--- src/rtl/chain_shift_pkg.sv ---
// Package: shared types and register field positions for the chain shifter.
// Assumes a 32-bit register interface and at most 8 groups, so that the
// select and bypass fields fit in bits 23:16.
package chain_shift_pkg;
    localparam int SHIFT_W       = 32;
    localparam int ADDR_CTRL     = 0;
    localparam int ADDR_DATA     = 1;
    localparam int ADDR_CMD      = 2;
    localparam int CTL_MUX_LSB   = 8;
    localparam int CTL_BYP_LSB   = 16;
    localparam int CMD_SHIFT_BIT = 8;
    localparam int CMD_UPD_BIT   = 9;
    localparam int CMD_CAP_BIT   = 10;
    localparam int CMD_SEL_LSB   = 16;

    typedef enum logic [1:0] {
        OP_IDLE    = 2'd0,
        OP_SHIFT   = 2'd1,
        OP_UPDATE  = 2'd2,
        OP_CAPTURE = 2'd3
    } op_e;
endpackage

--- src/rtl/chain_csr_regs.sv ---
// Module: register file of the chain shifter. It holds the control fields
// (divider, return mux, bypass mask) and the command fields (count, select).
// It turns a command write into one start request, applying the priority
// shift > update > capture. Every write is ignored while busy is high.
// Assumes that the shift register itself lives in the engine.
module chain_csr_regs
    import chain_shift_pkg::*;
#(
    parameter int GROUPS = 4,
    parameter int DIV_W  = 3,
    parameter int SEL_W  = 2,
    parameter int CNT_W  = 5
) (
    input  logic               clk,
    input  logic               rst_n,
    input  logic               csr_we,
    input  logic [1:0]         csr_addr,
    input  logic [31:0]        csr_wdata,
    input  logic               busy,
    input  op_e                op,
    input  logic [SHIFT_W-1:0] shreg,
    output logic [DIV_W-1:0]   div,
    output logic [SEL_W-1:0]   mux,
    output logic [GROUPS-1:0]  byp,
    output logic [GROUPS-1:0]  sel,
    output logic [CNT_W-1:0]   cnt,
    output op_e                start_op,
    output logic               load_sh,
    output logic [31:0]        csr_rdata
);
    logic wr_ok;
    assign wr_ok = csr_we && !busy;

    // Field storage: accepted writes update the control and command fields.
    always_ff @(posedge clk) begin
        if (!rst_n) begin
            div <= '0;
            mux <= '0;
            byp <= '0;
            sel <= '0;
            cnt <= '0;
        end else if (wr_ok) begin
            if (csr_addr == 2'(ADDR_CTRL)) begin
                div <= csr_wdata[DIV_W-1:0];
                mux <= csr_wdata[CTL_MUX_LSB +: SEL_W];
                byp <= csr_wdata[CTL_BYP_LSB +: GROUPS];
            end else if (csr_addr == 2'(ADDR_CMD)) begin
                sel <= csr_wdata[CMD_SEL_LSB +: GROUPS];
                cnt <= csr_wdata[CNT_W-1:0];
            end
        end
    end

    // Command decode with fixed priority among the three command bits.
    always_comb begin
        start_op = OP_IDLE;
        if (wr_ok && csr_addr == 2'(ADDR_CMD)) begin
            if (csr_wdata[CMD_SHIFT_BIT])    start_op = OP_SHIFT;
            else if (csr_wdata[CMD_UPD_BIT]) start_op = OP_UPDATE;
            else if (csr_wdata[CMD_CAP_BIT]) start_op = OP_CAPTURE;
        end
    end

    assign load_sh = wr_ok && (csr_addr == 2'(ADDR_DATA));

    // Read mux: the command bits read back as the running operation.
    always_comb begin
        csr_rdata = '0;
        case (csr_addr)
            2'(ADDR_CTRL): begin
                csr_rdata[DIV_W-1:0]            = div;
                csr_rdata[CTL_MUX_LSB +: SEL_W] = mux;
                csr_rdata[CTL_BYP_LSB +: GROUPS] = byp;
            end
            2'(ADDR_DATA): csr_rdata = shreg;
            2'(ADDR_CMD): begin
                csr_rdata[CNT_W-1:0]             = cnt;
                csr_rdata[CMD_SHIFT_BIT]         = (op == OP_SHIFT);
                csr_rdata[CMD_UPD_BIT]           = (op == OP_UPDATE);
                csr_rdata[CMD_CAP_BIT]           = (op == OP_CAPTURE);
                csr_rdata[CMD_SEL_LSB +: GROUPS] = sel;
            end
            default: csr_rdata = '0;
        endcase
    end
endmodule

--- src/rtl/chain_phase_gen.sv ---
// Module: phase counter for the divided chain clock. While run is high it
// counts 0..P-1 with P = 2^(div+2) and wraps. It flags the last cycle of a
// period, the cycle before the high half, and the high half itself.
// Assumes div is held constant while run is high.
module chain_phase_gen #(
    parameter int DIV_W = 3,
    parameter int PH_W  = (1 << DIV_W) + 1
) (
    input  logic             clk,
    input  logic             rst_n,
    input  logic             run,
    input  logic [DIV_W-1:0] div,
    output logic             ph_mid,
    output logic             ph_last,
    output logic             ph_high
);
    logic [PH_W-1:0] ph_cnt;
    logic [PH_W-1:0] ph_mask;
    logic [PH_W-1:0] ph_half;

    // Period mask: P-1 for the programmed divider, wrapping to all ones at the top.
    always_comb begin
        ph_mask = (PH_W'(1) << (int'(div) + 2)) - PH_W'(1);
        ph_half = ph_mask >> 1;
    end

    // Phase counter: free-running inside a command, held at zero otherwise.
    always_ff @(posedge clk) begin
        if (!rst_n || !run)      ph_cnt <= '0;
        else if (ph_cnt == ph_mask) ph_cnt <= '0;
        else                     ph_cnt <= ph_cnt + PH_W'(1);
    end

    assign ph_mid  = run && (ph_cnt == ph_half);
    assign ph_last = run && (ph_cnt == ph_mask);
    assign ph_high = run && (ph_cnt > ph_half);
endmodule

--- src/rtl/chain_shift_engine.sv ---
// Module: operation sequencer and 32-bit shift register. A shift moves one
// bit per chain-clock period. The returned bit is sampled just before the
// chain clock rises and enters at the MSB when the period ends. Update and
// capture last one period. Assumes start_op and load_sh only pulse while idle.
module chain_shift_engine
    import chain_shift_pkg::*;
#(
    parameter int CNT_W = 5
) (
    input  logic               clk,
    input  logic               rst_n,
    input  op_e                start_op,
    input  logic               load_sh,
    input  logic [SHIFT_W-1:0] load_data,
    input  logic [CNT_W-1:0]   cnt,
    input  logic               ph_mid,
    input  logic               ph_last,
    input  logic               ret_in,
    output op_e                op,
    output logic [SHIFT_W-1:0] shreg,
    output logic               busy
);
    logic [CNT_W-1:0] bit_idx;
    logic             ret_q;

    // Sequencer: start, per-bit shifting and completion of each operation.
    always_ff @(posedge clk) begin
        if (!rst_n) begin
            op      <= OP_IDLE;
            shreg   <= '0;
            bit_idx <= '0;
            ret_q   <= 1'b0;
        end else begin
            case (op)
                OP_IDLE: begin
                    if (load_sh) shreg <= load_data;
                    if (start_op != OP_IDLE) begin
                        op      <= start_op;
                        bit_idx <= '0;
                    end
                end
                OP_SHIFT: begin
                    if (ph_mid) ret_q <= ret_in;
                    if (ph_last) begin
                        shreg <= {ret_q, shreg[SHIFT_W-1:1]};
                        if (bit_idx == cnt) op <= OP_IDLE;
                        else                bit_idx <= bit_idx + CNT_W'(1);
                    end
                end
                default: begin
                    if (ph_last) op <= OP_IDLE;
                end
            endcase
        end
    end

    assign busy = (op != OP_IDLE);
endmodule

--- src/rtl/chain_shift_ctrl.sv ---
// Module: top of the serial chain shifter. It joins the register file, the
// phase counter and the engine, and fans the chain clock and strobes out to
// the selected, non-bypassed groups. The serial return is taken from the
// group named by the mux field, or looped from the output if that group is
// bypassed. Assumes GROUPS <= 8.
module chain_shift_ctrl
    import chain_shift_pkg::*;
#(
    parameter int GROUPS = 4,
    parameter int DIV_W  = 3
) (
    input  logic              clk,
    input  logic              rst_n,
    input  logic              csr_we,
    input  logic [1:0]        csr_addr,
    input  logic [31:0]       csr_wdata,
    output logic [31:0]       csr_rdata,
    output logic [GROUPS-1:0] chain_clk,
    output logic [GROUPS-1:0] chain_sdo,
    input  logic [GROUPS-1:0] chain_sdi,
    output logic [GROUPS-1:0] chain_upd,
    output logic [GROUPS-1:0] chain_cap
);
    localparam int SEL_W = (GROUPS > 1) ? $clog2(GROUPS) : 1;
    localparam int CNT_W = $clog2(SHIFT_W);

    logic [DIV_W-1:0]   div;
    logic [SEL_W-1:0]   mux;
    logic [GROUPS-1:0]  byp;
    logic [GROUPS-1:0]  cmd_sel;
    logic [CNT_W-1:0]   cmd_cnt;
    op_e                start_op;
    op_e                op;
    logic               load_sh;
    logic [SHIFT_W-1:0] shreg;
    logic               busy;
    logic               ph_mid;
    logic               ph_last;
    logic               ph_high;
    logic               ret_in;

    chain_csr_regs #(.GROUPS(GROUPS), .DIV_W(DIV_W), .SEL_W(SEL_W), .CNT_W(CNT_W)) u_regs (
        .clk(clk), .rst_n(rst_n), .csr_we(csr_we), .csr_addr(csr_addr),
        .csr_wdata(csr_wdata), .busy(busy), .op(op), .shreg(shreg),
        .div(div), .mux(mux), .byp(byp), .sel(cmd_sel), .cnt(cmd_cnt),
        .start_op(start_op), .load_sh(load_sh), .csr_rdata(csr_rdata)
    );

    chain_phase_gen #(.DIV_W(DIV_W)) u_phase (
        .clk(clk), .rst_n(rst_n), .run(busy), .div(div),
        .ph_mid(ph_mid), .ph_last(ph_last), .ph_high(ph_high)
    );

    chain_shift_engine #(.CNT_W(CNT_W)) u_engine (
        .clk(clk), .rst_n(rst_n), .start_op(start_op), .load_sh(load_sh),
        .load_data(csr_wdata), .cnt(cmd_cnt), .ph_mid(ph_mid), .ph_last(ph_last),
        .ret_in(ret_in), .op(op), .shreg(shreg), .busy(busy)
    );

    // Return mux: listened-to group's serial input, or a loop in bypass.
    always_comb begin
        ret_in = 1'b0;
        for (int g = 0; g < GROUPS; g++) begin
            if (mux == SEL_W'(g)) ret_in = byp[g] ? shreg[0] : chain_sdi[g];
        end
    end

    // Per-group fan-out of clock, data and strobes.
    for (genvar g = 0; g < GROUPS; g++) begin : g_fan
        logic live;
        assign live         = cmd_sel[g] && !byp[g];
        assign chain_clk[g] = live && (op == OP_SHIFT) && ph_high;
        assign chain_upd[g] = live && (op == OP_UPDATE);
        assign chain_cap[g] = live && (op == OP_CAPTURE);
        assign chain_sdo[g] = shreg[0];
    end
endmodule

--- config.mk ---
export PLATFORM = sky130hd
export DESIGN_NAME = chain_shift_ctrl
export DESIGN_NICKNAME = d
export VERILOG_FILES = /design/src/rtl/chain_shift_pkg.sv /design/src/rtl/chain_csr_regs.sv /design/src/rtl/chain_phase_gen.sv /design/src/rtl/chain_shift_engine.sv /design/src/rtl/chain_shift_ctrl.sv
export SDC_FILE = /design/constraint.sdc
export NUM_CORES = 1
export LEC_CHECK = 0
export BUFFER_PORTS_ARGS = -buffer_cell sky130_fd_sc_hd__buf_2
export CAP_MARGIN = 25
export CORE_UTILIZATION = 56
export CTS_CLUSTER_DIAMETER = 200
export DETAILED_ROUTE_END_ITERATION = 8
export PLACE_DENSITY = 0.91
export SLEW_MARGIN = 20
export SYNTH_ARGS = -nofsm -noshare
export SYNTH_HDL_FRONTEND = slang
export SYNTH_SLANG_ARGS = --single-unit
--- constraint.sdc ---
create_clock -name clk -period 3.65 [get_ports clk]
set_input_delay 0 -clock clk [delete_from_list [all_inputs] [get_ports clk]]
set_output_delay 0 -clock clk [all_outputs]
set_load 0.05 [all_outputs]
==> impl_table.tex <==
\begin{tabular}{lr}
\hline
Metric & Value \\
\hline
\multicolumn{2}{l}{\textbf{Synth}} \\
\quad Seq/Total Area, Yosys & 31.2\% \\
\quad Total of flip-flops plus latches after synthesis & 67 \\
\quad Avg Inst Size Synth & 8.41 sq um \\
\quad Unique cell type count in the Yosys netlist & 53 \\
\quad Adder-cell area share of the yosys netlist & 6.10\% \\
\quad Top cells by area, synth & sky130\_fd\_sc\_hd\_\_dfxtp\_1 31\%, sky130\_fd\_sc\_hd\_\_a221oi\_2 10\%, sky130\_fd\_sc\_hd\_\_ha\_1 6.1\% \\
\quad Net Count, Synth & 574 \\
\quad Area share of the largest cell type after synthesis & 31.2\% \\
\quad Gate count after technology mapping & 512 \\
\quad Post-synth EDFFs & 0 \\
\quad Cell area after synthesis & 0.00431 sq mm \\
\quad Largest family of logic cells by synthesized area & compound AO/OA/AOI/OAI gates \\
\quad Basic-gate share of the synthesized area counting and, or, nand and nor cells & 18.3\% \\
\quad Share of the synthesized area in compound gates (AO/OA/AOI/OAI) & 30.1\% \\
\quad Share of flip-flops with an asynchronous set or reset after synthesis & 0\% \\
\quad Post-Synth XOR/XNOR Area & 4.88\% \\
\quad Multiplexer fraction of the synthesized cell area & 0.465\% \\
\quad Yosys Warn Count & 0 \\
\quad Most frequently used flop master after synthesis & sky130\_fd\_sc\_hd\_\_dfxtp\_1 \\
\quad Cell accounting for the most synthesized area & sky130\_fd\_sc\_hd\_\_dfxtp\_1 \\
\multicolumn{2}{l}{\textbf{Clock network}} \\
\quad Number of buffers added by the clock tree synthesis step & 9 \\
\quad Sink Count & 67 \\
\quad Clock tree root driver cell & sky130\_fd\_sc\_hd\_\_clkbuf\_8 \\
\quad Clock latency at the later pin of the worst-skew pair & 0.36 ns \\
\quad CTS tree & built \\
\quad Maximum clock path buffer count & 2 \\
\quad Clock slew seen by the registers of the worst setup and hold paths & 0.08 ns \\
\quad Level count of the clock H-tree & 3 \\
\multicolumn{2}{l}{\textbf{Min path}} \\
\quad Hold WC Path Type & in -> reg \\
\quad Hold Path Stages & 3 \\
\multicolumn{2}{l}{\textbf{STA}} \\
\quad Max\_slew headroom & 36.8\% \\
\quad Least setup slack across all paths after layout & 0.0962 ns \\
\quad Max frequency & 0.281 GHz \\
\quad Fin crit period & 3.55 ns \\
\quad Total count of max-transition violations in the final report & 0 \\
\quad Share of the cycle needed by the critical path after routing & 97.4\% \\
\quad Maximum clock skew at final layout & 0.0116 ns \\
\quad Worst hold slack & 0.0152 ns \\
\quad Setup-violating endpoint count in the final report & 0 \\
\quad Actual transition at the worst max-transition pin & 0.948 ns \\
\quad Final hold violation count & 0 \\
\multicolumn{2}{l}{\textbf{Cells and area}} \\
\quad Fillcell total & 506 \\
\quad Fraction of layout cells with a size suffix above 1 & 28.1\% \\
\quad Net count of the finished layout & 661 \\
\quad Core utilization of the finished layout & 70.7\% \\
\quad \# diodes & 0 \\
\quad Final cell count without fillers & 703 \\
\quad Area growth syn-to-layout & 20.4\% \\
\multicolumn{2}{l}{\textbf{Power and ir drop}} \\
\quad Leakage power figure & 2.04 nW \\
\quad Clock share of power & 37.0\% \\
\quad Share of power burned in combinational logic & 17.2\% \\
\quad Power density normalized to cell area & 332 mW/mm\^{}2 \\
\quad Peak supply drop & 0.233 mV \\
\quad Internal power contribution & 1.21 mW \\
\quad Switching power as a share of total power & 30.0\% \\
\quad Net switching power of the design & 0.517 mW \\
\quad Power share of the sequential group & 45.8\% \\
\quad Total power consumption of the routed design & 1.72 mW \\
\multicolumn{2}{l}{\textbf{Placed design}} \\
\quad Post-Place Setup Slack & 0.230 ns \\
\quad Inst Count DP & 674 \\
\quad Routability-driven placement congestion ratio & 0.889 \\
\quad I/O Buffers & 88 \\
\quad Detailed Place HPWL & 7.91 mm \\
\multicolumn{2}{l}{\textbf{Setup path}} \\
\quad Number of cells traversed by the worst register-to-register path & 12 \\
\quad Startpoint class of the critical path & flip-flop \\
\quad Data required time at the worst endpoint & 3.65 ns \\
\quad Crit path depth & 14 \\
\quad Maximum fanout encountered on the critical timing path & 4 \\
\quad Category of the worst setup path capture point & output pin \\
\quad Maximum cell stage delay along the critical path & 0.40 ns \\
\quad Cell class contributing the biggest share of worst-path delay & compound AO/OA/AOI/OAI gates \\
\quad Register-to-register path setup slack & 0.55 ns \\
\quad Slowest cell on the critical path & sky130\_fd\_sc\_hd\_\_or3b\_4 \\
\quad Buffers \& Inverters on Critical Path & 2 \\
\quad Most used cell, CP & sky130\_fd\_sc\_hd\_\_o21a\_1 \\
\quad Critical path cell sequence & inv\_1 -> ha\_1 -> or3b\_4 -> or2\_4 -> ha\_4 -> xnor2\_2 -> ha\_1 -> nor2b\_1 -> o21a\_1 -> o21a\_1 -> o21a\_1 -> o2111ai\_4 -> a211oi\_2 -> buf\_6 \\
\quad Arrival time worst endpoint & 3.55 ns \\
\quad Crit Path Class & reg -> out \\
\multicolumn{2}{l}{\textbf{GRT}} \\
\quad Global-route wire length before repair & 18.6 mm \\
\quad Number of global-route vias before repair & 3988 \\
\quad Congestion Overflow GR & 0 \\
\quad Overall Global Routing Usage & 30.2\% \\
\quad Largest net degree at the start of global routing & 63 \\
\quad Antenna violations before repair & 0 \\
\multicolumn{2}{l}{\textbf{Job}} \\
\quad Number of maximum-capacitance violations & 0 \\
\multicolumn{2}{l}{\textbf{Routing}} \\
\quad Pre-antenna DRT Iters & 7 \\
\quad Vias per std cell & 6.13 \\
\quad Routed len/inst & 17.2 microns \\
\quad Antenna Nets Post-Route & 0 \\
\quad DRC viols & 0 \\
\quad Sum of routed wire length over all layers & 12.1 mm \\
\quad Total via count in the routed design & 4307 \\
\quad Initial DRC count & 469 \\
\multicolumn{2}{l}{\textbf{Outcome}} \\
\quad Result of the run & completed \\
\multicolumn{2}{l}{\textbf{Floorplanning}} \\
\quad Width of the die & 89.7 microns \\
\quad I/O Pins & 89 \\
\quad Die area & 0.00804 sq mm \\
\quad Die H & 89.7 microns \\
\quad Row count & 31 \\
\quad Core region area & 0.00733 sq mm \\
\quad Initial core utilization & 58.7\% \\
\hline
\end{tabular}
[flip-flops by register name, indices dropped and copies added, names as in the netlist]
signal,cells
u_engine.op,2
u_regs.sel,4
u_regs.div,3
u_phase.ph_cnt,9
u_engine.shreg,32
u_regs.byp,4
u_regs.cnt,5
u_engine.ret_q,1
u_regs.mux,2
u_engine.bit_idx,5
[timing repair]
action | CTS | global route
endpoints found under the hold margin | 18 | 0
setup buffers | 1 | 1
pin swaps | 4 | 5
endpoints found under the setup margin | 4 | 4
hold buffers | 11 | 0
gates resized for setup | 17 | 4
[worst register-to-register path: cells and delay by family, from the launching register on]
kind	cells	cell delay [ns]
AO/OA/AOI/OAI	1	0.08
XOR/XNOR	1	0.47
adder cells (fa/ha/maj)	2	0.47
buffers and inverters	2	0.35
flip-flops	1	0.33
AND/OR/NAND/NOR	6	1.29
[power by group through the flow]
| stage | Sequential (mW) | Combinational (mW) | Clock (mW) |
|---|---|---|---|
| global route | 0.792 | 0.319 | 0.679 |
| global placement | 0.801 | 0.258 | 0 |
| floorplan | 0.792 | 0.204 | 0 |
| finish | 0.788 | 0.297 | 0.637 |
| CTS | 0.787 | 0.287 | 0.639 |
| detailed placement | 0.803 | 0.267 | 0 |
[layer usage]
| layer | part of all wire (%) | routed length (microns) | vias to the layer above | global-route usage [%] |
|---|---|---|---|---|
| met5 | 0 | 0 | - | 0 |
| met4 | 3.7 | 447 | 0 | 17.3 |
| met3 | 7.8 | 944 | 45 | 5.03 |
| met2 | 49 | 5890 | 254 | 49.5 |
| met1 | 40 | 4830 | 2016 | 37.5 |
| li1 | - | - | 1992 | - |
[synth_stat cells (6+ instances only)]
cell type,n
sky130_fd_sc_hd__a21oi_1,36
sky130_fd_sc_hd__clkbuf_1,23
sky130_fd_sc_hd__a221oi_2,30
sky130_fd_sc_hd__nand2_1,48
sky130_fd_sc_hd__and2_1,22
sky130_fd_sc_hd__nand3_1,12
sky130_fd_sc_hd__inv_1,43
sky130_fd_sc_hd__ha_1,21
sky130_fd_sc_hd__o21ai_0,36
sky130_fd_sc_hd__buf_4,7
sky130_fd_sc_hd__a21boi_0,19
sky130_fd_sc_hd__nor2_1,35
sky130_fd_sc_hd__a222oi_1,9
sky130_fd_sc_hd__xnor2_1,8
sky130_fd_sc_hd__nor2b_1,6
sky130_fd_sc_hd__xor2_1,13
sky130_fd_sc_hd__dfxtp_1,67
sky130_fd_sc_hd__nand4_1,6
[cells in the final DEF, fill, tap and decap left out, drive strengths merged, types with 2 or more instances in the layout]
master	Yosys	final
buf	13	104
xnor2	8	8
a211oi	6	6
inv	43	44
a22oi	2	2
nand2b	5	5
a221oi	34	34
nand4	7	7
nor3	5	5
ha	21	21
o21ai	36	36
o21a	3	3
clkbuf	25	10
a21o	4	4
a222oi	9	9
a21oi	36	36
nand2	48	48
dlygate4sd3	0	11
clkinv	0	2
a21boi	19	19
and2	23	23
mux2i	2	2
nor4	5	5
nor2b	6	6
nor2	36	36
o21bai	4	4
dfxtp	67	67
xor2	13	13
and3	4	4
clkinvlp	0	2
nand3	12	12
[cells by family (layout without fill, tap and decap cells)]
logic type / count (synthesis) / in the layout
AO/OA/AOI/OAI: 160 / 160
XOR/XNOR: 22 / 22
adder cells (fa/ha/maj): 21 / 21
buffers and inverters: 82 / 174
flip-flops: 67 / 67
multiplexers: 2 / 2
AND/OR/NAND/NOR: 158 / 158
[through the flow]
stage | area (sq um) | setup TNS, ns
final | 5180 | 0
after global routing | 5180 | -0.0524
after CTS | 5160 | 0
after detailed placement | 4770 | 0
after global placement | 4770 | 0
after floorplan | 4310 | -1.57
[layout make-up]
class                   count  area [sq um]  share of cell area [%]
flip-flops and latches     67          1340                    25.9
multi-input cells         363          2650                    51.1
well taps                  99           124                    2.39
clock inverters             6          63.8                    1.23
clock buffers              10           138                    2.66
repair buffers            115           708                    13.7
inverters                  43           161                    3.11
[final timing paths]
kind / startpoint / to
worst max-delay path: u_regs.div[1] / chain_clk[0]
worst min-delay path: csr_wdata[26] / u_engine.shreg[26]
worst max register to register: u_regs.div[1] / u_engine.shreg[30]
worst min register to register: u_engine.shreg[28] / u_engine.shreg[28]
Note: power is estimated with default switching activity, not from simulation.
